[config.mk]
export PLATFORM = sky130hd
export DESIGN_NAME = twi_bus_watcher
export DESIGN_NICKNAME = d
export VERILOG_FILES = /design/src/rtl/twiw_pkg.sv /design/src/rtl/twiw_sync.sv /design/src/rtl/twiw_cond.sv /design/src/rtl/twiw_decode.sv /design/src/rtl/twi_bus_watcher.sv
export SDC_FILE = /design/constraint.sdc
export NUM_CORES = 1
export LEC_CHECK = 0
export ABC_AREA = 1
export ABC_CLOCK_PERIOD_IN_PS = 1990
export CORE_UTILIZATION = 35
export DETAILED_ROUTE_END_ITERATION = 10
export PLACE_DENSITY = 0.53
export SYNTH_ARGS = -nofsm -noshare
export SYNTH_HDL_FRONTEND = slang
export SYNTH_SLANG_ARGS = --single-unit
[constraint.sdc]
create_clock -name clk -period 1.99 [get_ports clk]
set_clock_uncertainty 0.15 [all_clocks]
set_input_delay 0.2985 -clock clk [delete_from_list [all_inputs] [get_ports clk]]
set_output_delay 0.2985 -clock clk [all_outputs]
set_load 0.005 [all_outputs]
[src/rtl/twiw_pkg.sv]
package twiw_pkg;
   typedef enum logic [3:0] {
      EV_START   = 4'd0,
      EV_RSTART  = 4'd1,
      EV_STOP    = 4'd2,
      EV_ADDR_WR = 4'd3,
      EV_ADDR_RD = 4'd4,
      EV_DATA_WR = 4'd5,
      EV_DATA_RD = 4'd6,
      EV_ACK     = 4'd7,
      EV_NACK    = 4'd8
   } evt_kind_t;

   typedef enum logic [1:0] {
      PH_IDLE,
      PH_ADDR,
      PH_ACK,
      PH_DATA
   } phase_t;

   typedef enum logic [1:0] {
      DIR_UNK,
      DIR_WR,
      DIR_RD
   } dir_t;
endpackage

[src/rtl/twiw_sync.sv]
module twiw_sync #(
   parameter int   STAGES  = 2,
   parameter logic RST_VAL = 1'b1
) (
   input  logic clk,
   input  logic rst_n,
   input  logic d,
   output logic q
);
   logic [STAGES-1:0] pipe_q;

   generate
      if (STAGES < 2) begin : g_bad_depth
         $error("twiw_sync: STAGES must be at least 2");
      end
   endgenerate

   always_ff @(posedge clk or negedge rst_n) begin
      if (!rst_n) pipe_q <= {STAGES{RST_VAL}};
      else        pipe_q <= {pipe_q[STAGES-2:0], d};
   end

   assign q = pipe_q[STAGES-1];
endmodule

[src/rtl/twiw_cond.sv]
module twiw_cond #(
   parameter int WARM = 3
) (
   input  logic clk,
   input  logic rst_n,
   input  logic scl,
   input  logic sda,
   output logic scl_rise,
   output logic start_cond,
   output logic stop_cond
);
   localparam int CW = $clog2(WARM + 1);

   logic [CW-1:0] warm_q;
   logic          scl_p, sda_p;
   logic          armed;

   assign armed = (warm_q == CW'(WARM));

   always_ff @(posedge clk or negedge rst_n) begin
      if (!rst_n) begin
         warm_q <= '0;
         scl_p  <= 1'b1;
         sda_p  <= 1'b1;
      end else begin
         if (!armed) warm_q <= warm_q + 1'b1;
         scl_p <= scl;
         sda_p <= sda;
      end
   end

   assign scl_rise   = armed & ~scl_p & scl;
   assign start_cond = armed & scl & sda_p & ~sda;
   assign stop_cond  = armed & scl & ~sda_p & sda;


   warm_quiet_chk: assert property (@(posedge clk) disable iff (!rst_n)
      (warm_q == '0) |=> !(scl_rise || start_cond || stop_cond));
endmodule

[src/rtl/twiw_decode.sv]
module twiw_decode
   import twiw_pkg::*;
#(
   parameter int DATA_W = 8
) (
   input  logic              clk,
   input  logic              rst_n,
   input  logic              scl_rise,
   input  logic              start_cond,
   input  logic              stop_cond,
   input  logic              sda,
   output logic              evt_valid,
   output logic [3:0]        evt_type,
   output logic [DATA_W-1:0] evt_data
);
   localparam int CNT_W = $clog2(DATA_W);
   localparam logic [CNT_W-1:0] LAST_BIT = CNT_W'(DATA_W - 1);

   phase_t            phase_q, phase_d;
   dir_t              dir_q, dir_d;
   logic              rep_q, rep_d;
   logic [CNT_W-1:0]  cnt_q, cnt_d;
   logic [DATA_W-1:0] shift_q, shift_d, byte_w;
   logic              v_d;
   logic [3:0]        t_d;
   logic [DATA_W-1:0] data_d;
   logic              do_start, do_stop, do_bit, do_ack;

   assign byte_w   = {shift_q[DATA_W-2:0], sda};
   assign do_bit   = scl_rise && (phase_q == PH_ADDR || phase_q == PH_DATA);
   assign do_ack   = scl_rise && (phase_q == PH_ACK);
   assign do_start = start_cond && !scl_rise &&
                     (phase_q == PH_IDLE || phase_q == PH_DATA);
   assign do_stop  = stop_cond && !scl_rise && (phase_q == PH_DATA);

   always_comb begin
      phase_d = phase_q;
      dir_d   = dir_q;
      rep_d   = rep_q;
      cnt_d   = cnt_q;
      shift_d = shift_q;
      v_d     = 1'b0;
      t_d     = evt_type;
      data_d  = evt_data;
      if (do_start) begin
         v_d     = 1'b1;
         t_d     = rep_q ? EV_RSTART : EV_START;
         data_d  = '0;
         rep_d   = 1'b1;
         cnt_d   = '0;
         shift_d = '0;
         phase_d = PH_ADDR;
      end else if (do_stop) begin
         v_d     = 1'b1;
         t_d     = EV_STOP;
         data_d  = '0;
         rep_d   = 1'b0;
         dir_d   = DIR_UNK;
         phase_d = PH_IDLE;
      end else if (do_ack) begin
         v_d     = 1'b1;
         t_d     = sda ? EV_NACK : EV_ACK;
         data_d  = '0;
         phase_d = PH_DATA;
      end else if (do_bit) begin
         if (cnt_q == LAST_BIT) begin
            v_d     = 1'b1;
            cnt_d   = '0;
            shift_d = '0;
            phase_d = PH_ACK;
            if (phase_q == PH_ADDR) begin
               t_d    = byte_w[0] ? EV_ADDR_RD : EV_ADDR_WR;
               dir_d  = byte_w[0] ? DIR_RD : DIR_WR;
               data_d = {1'b0, byte_w[DATA_W-1:1]};
            end else begin
               t_d    = (dir_q == DIR_RD) ? EV_DATA_RD : EV_DATA_WR;
               data_d = byte_w;
            end
         end else begin
            cnt_d   = cnt_q + 1'b1;
            shift_d = byte_w;
         end
      end
   end

   always_ff @(posedge clk or negedge rst_n) begin
      if (!rst_n) begin
         phase_q   <= PH_IDLE;
         dir_q     <= DIR_UNK;
         rep_q     <= 1'b0;
         cnt_q     <= '0;
         shift_q   <= '0;
         evt_valid <= 1'b0;
         evt_type  <= '0;
         evt_data  <= '0;
      end else begin
         phase_q   <= phase_d;
         dir_q     <= dir_d;
         rep_q     <= rep_d;
         cnt_q     <= cnt_d;
         shift_q   <= shift_d;
         evt_valid <= v_d;
         evt_type  <= t_d;
         evt_data  <= data_d;
      end
   end


   nonbyte_zero_chk: assert property (@(posedge clk) disable iff (!rst_n)
      (evt_valid && (evt_type inside {EV_START, EV_RSTART, EV_STOP, EV_ACK, EV_NACK}))
         |-> (evt_data == '0));

   addr_top_clear_chk: assert property (@(posedge clk) disable iff (!rst_n)
      (evt_valid && (evt_type == EV_ADDR_WR || evt_type == EV_ADDR_RD))
         |-> !evt_data[DATA_W-1]);

   ack_after_byte_chk: assert property (@(posedge clk) disable iff (!rst_n)
      (evt_valid && (evt_type == EV_ACK || evt_type == EV_NACK))
         |-> ($past(phase_q) == PH_ACK));

   data_dir_chk: assert property (@(posedge clk) disable iff (!rst_n)
      (evt_valid && evt_type == EV_DATA_RD) |-> (dir_q == DIR_RD));

   stop_idle_chk: assert property (@(posedge clk) disable iff (!rst_n)
      (evt_valid && evt_type == EV_STOP)
         |-> (phase_q == PH_IDLE && dir_q == DIR_UNK && !rep_q));
endmodule

[src/rtl/twi_bus_watcher.sv]
module twi_bus_watcher #(
   parameter int SYNC_STAGES = 2,
   parameter int DATA_W      = 8
) (
   input  logic              clk,
   input  logic              rst_n,
   input  logic              scl_in,
   input  logic              sda_in,
   output logic              evt_valid,
   output logic [3:0]        evt_type,
   output logic [DATA_W-1:0] evt_data
);
   localparam int LINES = 2;
   localparam int WARM  = SYNC_STAGES + 1;

   logic [LINES-1:0] raw_w, syn_w;
   logic             scl_rise, start_cond, stop_cond;

   generate
      if (DATA_W < 2) begin : g_bad_width
         $error("twi_bus_watcher: DATA_W must be at least 2");
      end
   endgenerate

   assign raw_w = {scl_in, sda_in};

   generate
      for (genvar gi = 0; gi < LINES; gi++) begin : g_line
         twiw_sync #(.STAGES(SYNC_STAGES), .RST_VAL(1'b1)) u_sync (
            .clk   (clk),
            .rst_n (rst_n),
            .d     (raw_w[gi]),
            .q     (syn_w[gi])
         );
      end
   endgenerate

   twiw_cond #(.WARM(WARM)) u_cond (
      .clk        (clk),
      .rst_n      (rst_n),
      .scl        (syn_w[1]),
      .sda        (syn_w[0]),
      .scl_rise   (scl_rise),
      .start_cond (start_cond),
      .stop_cond  (stop_cond)
   );

   twiw_decode #(.DATA_W(DATA_W)) u_dec (
      .clk        (clk),
      .rst_n      (rst_n),
      .scl_rise   (scl_rise),
      .start_cond (start_cond),
      .stop_cond  (stop_cond),
      .sda        (syn_w[0]),
      .evt_valid  (evt_valid),
      .evt_type   (evt_type),
      .evt_data   (evt_data)
   );
endmodule

[After elaboration in Yosys (flattened, before gate mapping)]
Cells that the tools add are included.
Cells by class
  reduce and logical (&&, ||, !) cells: 20
  multiplexer cells: 44
  eq/ne operators: 9
  $add $sub $neg: 2
  bitwise gates (word level): 11
Operators by type and width (count)
  8-bit two-way mux: 6
  7-bit two-way mux: 5
  4-bit two-way mux: 7
  2-bit two-way mux: 12
  3-bit two-way mux: 6
  2-bit nonzero test: 5
  2-bit == test (second input constant): 4
  1-bit two-way mux: 8
  4-bit nonzero test: 2
  1-bit AND: 7
  1-bit logical AND: 6
  2-bit by 1-bit inequality test with 1-bit output (second input constant): 3
  5-bit AND reduction: 1
  1-bit NOT: 4
  3-bit by 1-bit adder with 3-bit output (second input constant): 1
  3-bit == test (second input constant): 1
  3-bit AND reduction: 1
  2-bit by 1-bit adder with 2-bit output (second input constant): 1
  2-bit by 1-bit == test with 1-bit output (second input constant): 1
  2-bit logical NOT: 1
  1-bit logical OR: 2
  2-bit AND reduction: 1
  1-bit logical NOT: 1
Word-level totals
  flip-flop bits (word level): 36

[Depth between registers and ports, before layout]
  word-level depth: 8
  gate-level depth with buffers: 11
  depth with buffers taken out: 11

[By module]
Synthesis repeated with hierarchy kept, for this count alone.
Unflattened totals
  cell total of the unflattened synthesis: 183
  area, all modules: 1667.8 um^2
By module, submodules not included
  twiw_decode: area each 1385.1 um^2, instances 1, seq. area each 700.7 um^2, cells each 158
  twiw_cond: area each 177.7 um^2, instances 1, seq. area each 102.6 um^2, cells each 21
  twiw_sync: area each 52.6 um^2, instances 2, seq. area each 52.6 um^2, cells each 2

[Worst setup path before layout]
Ideal clock, no wire load.
  kind: reg-to-reg
  start point: register u_dec.phase_q[0]
  end point: register u_dec.evt_type[1]
  arrival time: 1.364 ns
  slack: 0.358 ns
  period minus slack after synthesis: 1.632 ns
  path buffers: 1
  library setup time: 0.118 ns
  stages on the path, launching flop included: 8
  cell sequence: dfrtp_1 -> ha_1 -> or2_1 -> nand3_2 -> buf_4 -> nand3_2 -> nand3_1 -> nand2_1
Between the ends
  longest elaborated chain between the ends: 7
Ends and longest elaborated chain
  start: declaration: line twiw_decode.sv:19  | phase_t phase_q, phase_d;
  start signal: assignment: line twiw_decode.sv:97  | phase_q <= phase_d;
  2-bit by 1-bit == test with 1-bit output: line twiw_decode.sv:30, twiw_decode.sv:71
  4-bit two-way mux: line twiw_decode.sv:71  | if (phase_q == PH_ADDR) begin
  4-bit two-way mux: line twiw_decode.sv:66  | if (cnt_q == LAST_BIT) begin
  4-bit two-way mux: line twiw_decode.sv:65  | end else if (do_bit) begin
  4-bit two-way mux: line twiw_decode.sv:60  | end else if (do_ack) begin
  4-bit two-way mux: line twiw_decode.sv:53  | end else if (do_stop) begin
  4-bit two-way mux: line twiw_decode.sv:45  | if (do_start) begin
  end signal: assignment: line twiw_decode.sv:103  | evt_type <= t_d;
  end: declaration: line twiw_decode.sv:13  | output logic [3:0] evt_type,
Several ways; a longest one is shown, not always the timed one. The select of a mux whose other input is x is not followed.
A chain may end at the register's enable or synchronous reset.

[Worst setup path after layout]
  start point: register u_dec.phase_q[1]
  end point: register u_dec.evt_type[2]
The elaborated chain is that of the path after synthesis.

==> results_dict.tcl <==
set metrics [dict create \
    crit_family "simple AND/OR/NAND/NOR gates" \
    powerDensity_nw_per_um2 1260 \
    dieHeight_um 71.0 \
    cts_made_buffers 5 \
    crit_fanout 12 \
    start_util_pct 37.2 \
    yosys_register_bits 36 \
    drc 2 \
    async_flop_share_pct 100 \
    drive_above_1_share_pct 20.5 \
    drt_iter0_drc 95 \
    slowest_delay_ns 0.38 \
    clkLatencyLatePin_ns 0.29 \
    cap_violations 0 \
    postSynthNetCount 180 \
    grt_max_degree 37 \
    yosysSeqAreaShare_pct 54.5 \
    hold_viol_final 0 \
    fp-row-count 24 \
    total_power_uw 2520 \
    worstSetupEndpointType "flop" \
    worst_path_max_delay_cell "dfrtp_1" \
    grt_overflow_total 0 \
    synth_top_area_share_pct 45.1 \
    dpl.hpwl_mm 2.32 \
    place.gp.congestion 0.905 \
    synth.distinct_cells 30 \
    critPathLaunchType "flop" \
    tns_ns 0 \
    status "complete, but fails checks" \
    design_area_um2 1990 \
    htreeDepth 2 \
    yosys-top-cells-area "dfrtp_1 (45%), nand2_1 (10%), dfstp_2 (9.5%)" \
    nets 204 \
    wl_per_cell_um 12.8 \
    clk_pin_slew_worst_paths_ns 0.07 \
    grt_pass1_wl_mm 5.64 \
    period_minus_slack_ns 1.84 \
    ir_worst_vdd_uv 461 \
    clkSinkCount 36 \
    via_per_inst 4.87 \
    drt.antenna.violating_nets 0 \
    ys.flop_type "dfrtp_1" \
    antenna_found_initial 0 \
    drv_slew 0 \
    syn_inst 170 \
    path_buf_inv 2 \
    setup_violations 0 \
    synth_edf_count 0 \
    drtPass1Iterations 9 \
    cts_hold_buf 0 \
    syn_area_um2 1670 \
    grt_usage_pct 14.8 \
    cts.repair.resized 0 \
    p_leak_uw 0.000945 \
    max_freq_ghz 0.544 \
    path_cells "inv_1, ha_1, or2_1, nand3_2, nand2_2, nor2_2, buf_4, o21ai_0" \
    slew_headroom_pct 69.8 \
    worstPathRequired_ns 2.01 \
    tightest_slew_ns 0.453 \
    place.port_buffers 16 \
    avgSynthCellArea_um2 9.80 \
    hp-class "reg2reg" \
    ys_warn_count 0 \
    fin_crit_sh_pct 92.4 \
    cts_root_buf "clkbuf_8" \
    wl_mm 3.17 \
    dr_total_vias 1204 \
    crit_type "reg2reg" \
    synth_area_leader_cell "dfrtp_1" \
    hold_ws_ns 0.208 \
    antennaDiodeCount 0 \
    violations "DRC" \
    pin_count 17 \
    post_cts.repair.setup_buffers 0 \
    core_area_um2 4470 \
    postPlaceCellArea_um2 1900 \
    dieArea_um2 5040 \
    rsz0062_at_grt "false" \
    grt_pass1_vias 1182 \
    worstPathArrival_ns 1.86 \
    die_w_um 71.0 \
    cts_tree "built" \
    syn_to_final_growth_pct 19.8 \
    cts_buffer_depth 2 \
]
[through the flow]
step           std cells  utilization [%]  setup slack (ns)
5_1_grt              247             44.6            0.0257
4_1_cts              247             44.6             0.148
3_5_place_dp         239             42.5             0.160
2_1_floorplan        170                -             0.358
3_3_place_gp         239             42.5             0.257
6_report             247             44.6             0.151
[final cells by class]
type	count	area [µm²]
sequential	36	908
clock buffer	7	86.3
fill	437	2480
tap	52	65.1
inverter	19	71.3
timing repair buffer	21	198
clock inverter	1	7.51
multi-input combinational	111	658
[sequential cells by signal, indices dropped and copies added (netlist names)]
name / flops
u_dec.evt_valid: 1
u_cond.sda_p: 1
u_dec.phase_q: 2
u_cond.scl_p: 1
u_dec.rep_q: 1
u_dec.shift_q: 7
u_cond.warm_q: 2
g_line.u_sync.pipe_q: 4
u_dec.cnt_q: 3
u_dec.evt_data: 8
u_dec.evt_type: 4
u_dec.dir_q: 2
[placed cells by master (no fill, tap or decap), types with 8 or more instances in the layout]
cell type,instances
o211ai_1,8
dfrtp_1,30
nand2_1,46
inv_1,18
o21ai_2,8
clkdlybuf4s50_1,16
[cells by family (layout without fill, tap and decap cells)]
family | Yosys count | count (layout) | share of synthesized area [%]
simple gates | 72 | 72 | 20.7
buf+inv | 23 | 48 | 5.93
compound gates | 30 | 30 | 12.5
xor+xnor | 1 | 1 | 0.526
fa+ha+maj | 6 | 6 | 4.51
mux | 2 | 2 | 1.28
flops | 36 | 36 | 54.5
[worst paths after layout]
path	cells past startpoint	from	slack (ns)	to
max in group asynchronous	2	rst_n	1.08	g_line[0].u_sync.pipe_q[1]
setup reg to reg	8	u_dec.phase_q[1]	0.15	u_dec.evt_type[2]
hold / removal	0	g_line[1].u_sync.pipe_q[0]	0.21	g_line[1].u_sync.pipe_q[1]
hold reg to reg	0	g_line[1].u_sync.pipe_q[0]	0.21	g_line[1].u_sync.pipe_q[1]
setup / recovery	8	u_dec.phase_q[1]	0.15	u_dec.evt_type[2]
min in group asynchronous	2	rst_n	0.27	u_cond.warm_q[1]
[per-layer routing]
layer  global-route usage (%)  routed length [µm]  vias to the layer above
met5                        0                   0                        -
met1                     18.4                1450                      573
li1                         -                   -                      600
met2                     23.8                1560                       29
met3                     5.70                 139                        2
met4                     4.67                  17                        0
[cells in the mapped netlist, types with 2 or more instances]
master and number:
nand3_2 3, dfstp_2 6, o211ai_1 8, nor2_1 6
o21ai_2 8, o22ai_1 6, nand4_1 2, inv_1 18
nand2_2 4, nor2_2 3, nand3_1 4, dfrtp_1 30
o21ai_0 5, ha_1 6, nand2_1 46
[where the power goes]
part | internal [µW] | switching (µW)
sequential | 939 | 111
combinational | 414 | 515
clock | 281 | 259
total | 1630 | 885
(Power assumes the default switching activity.)
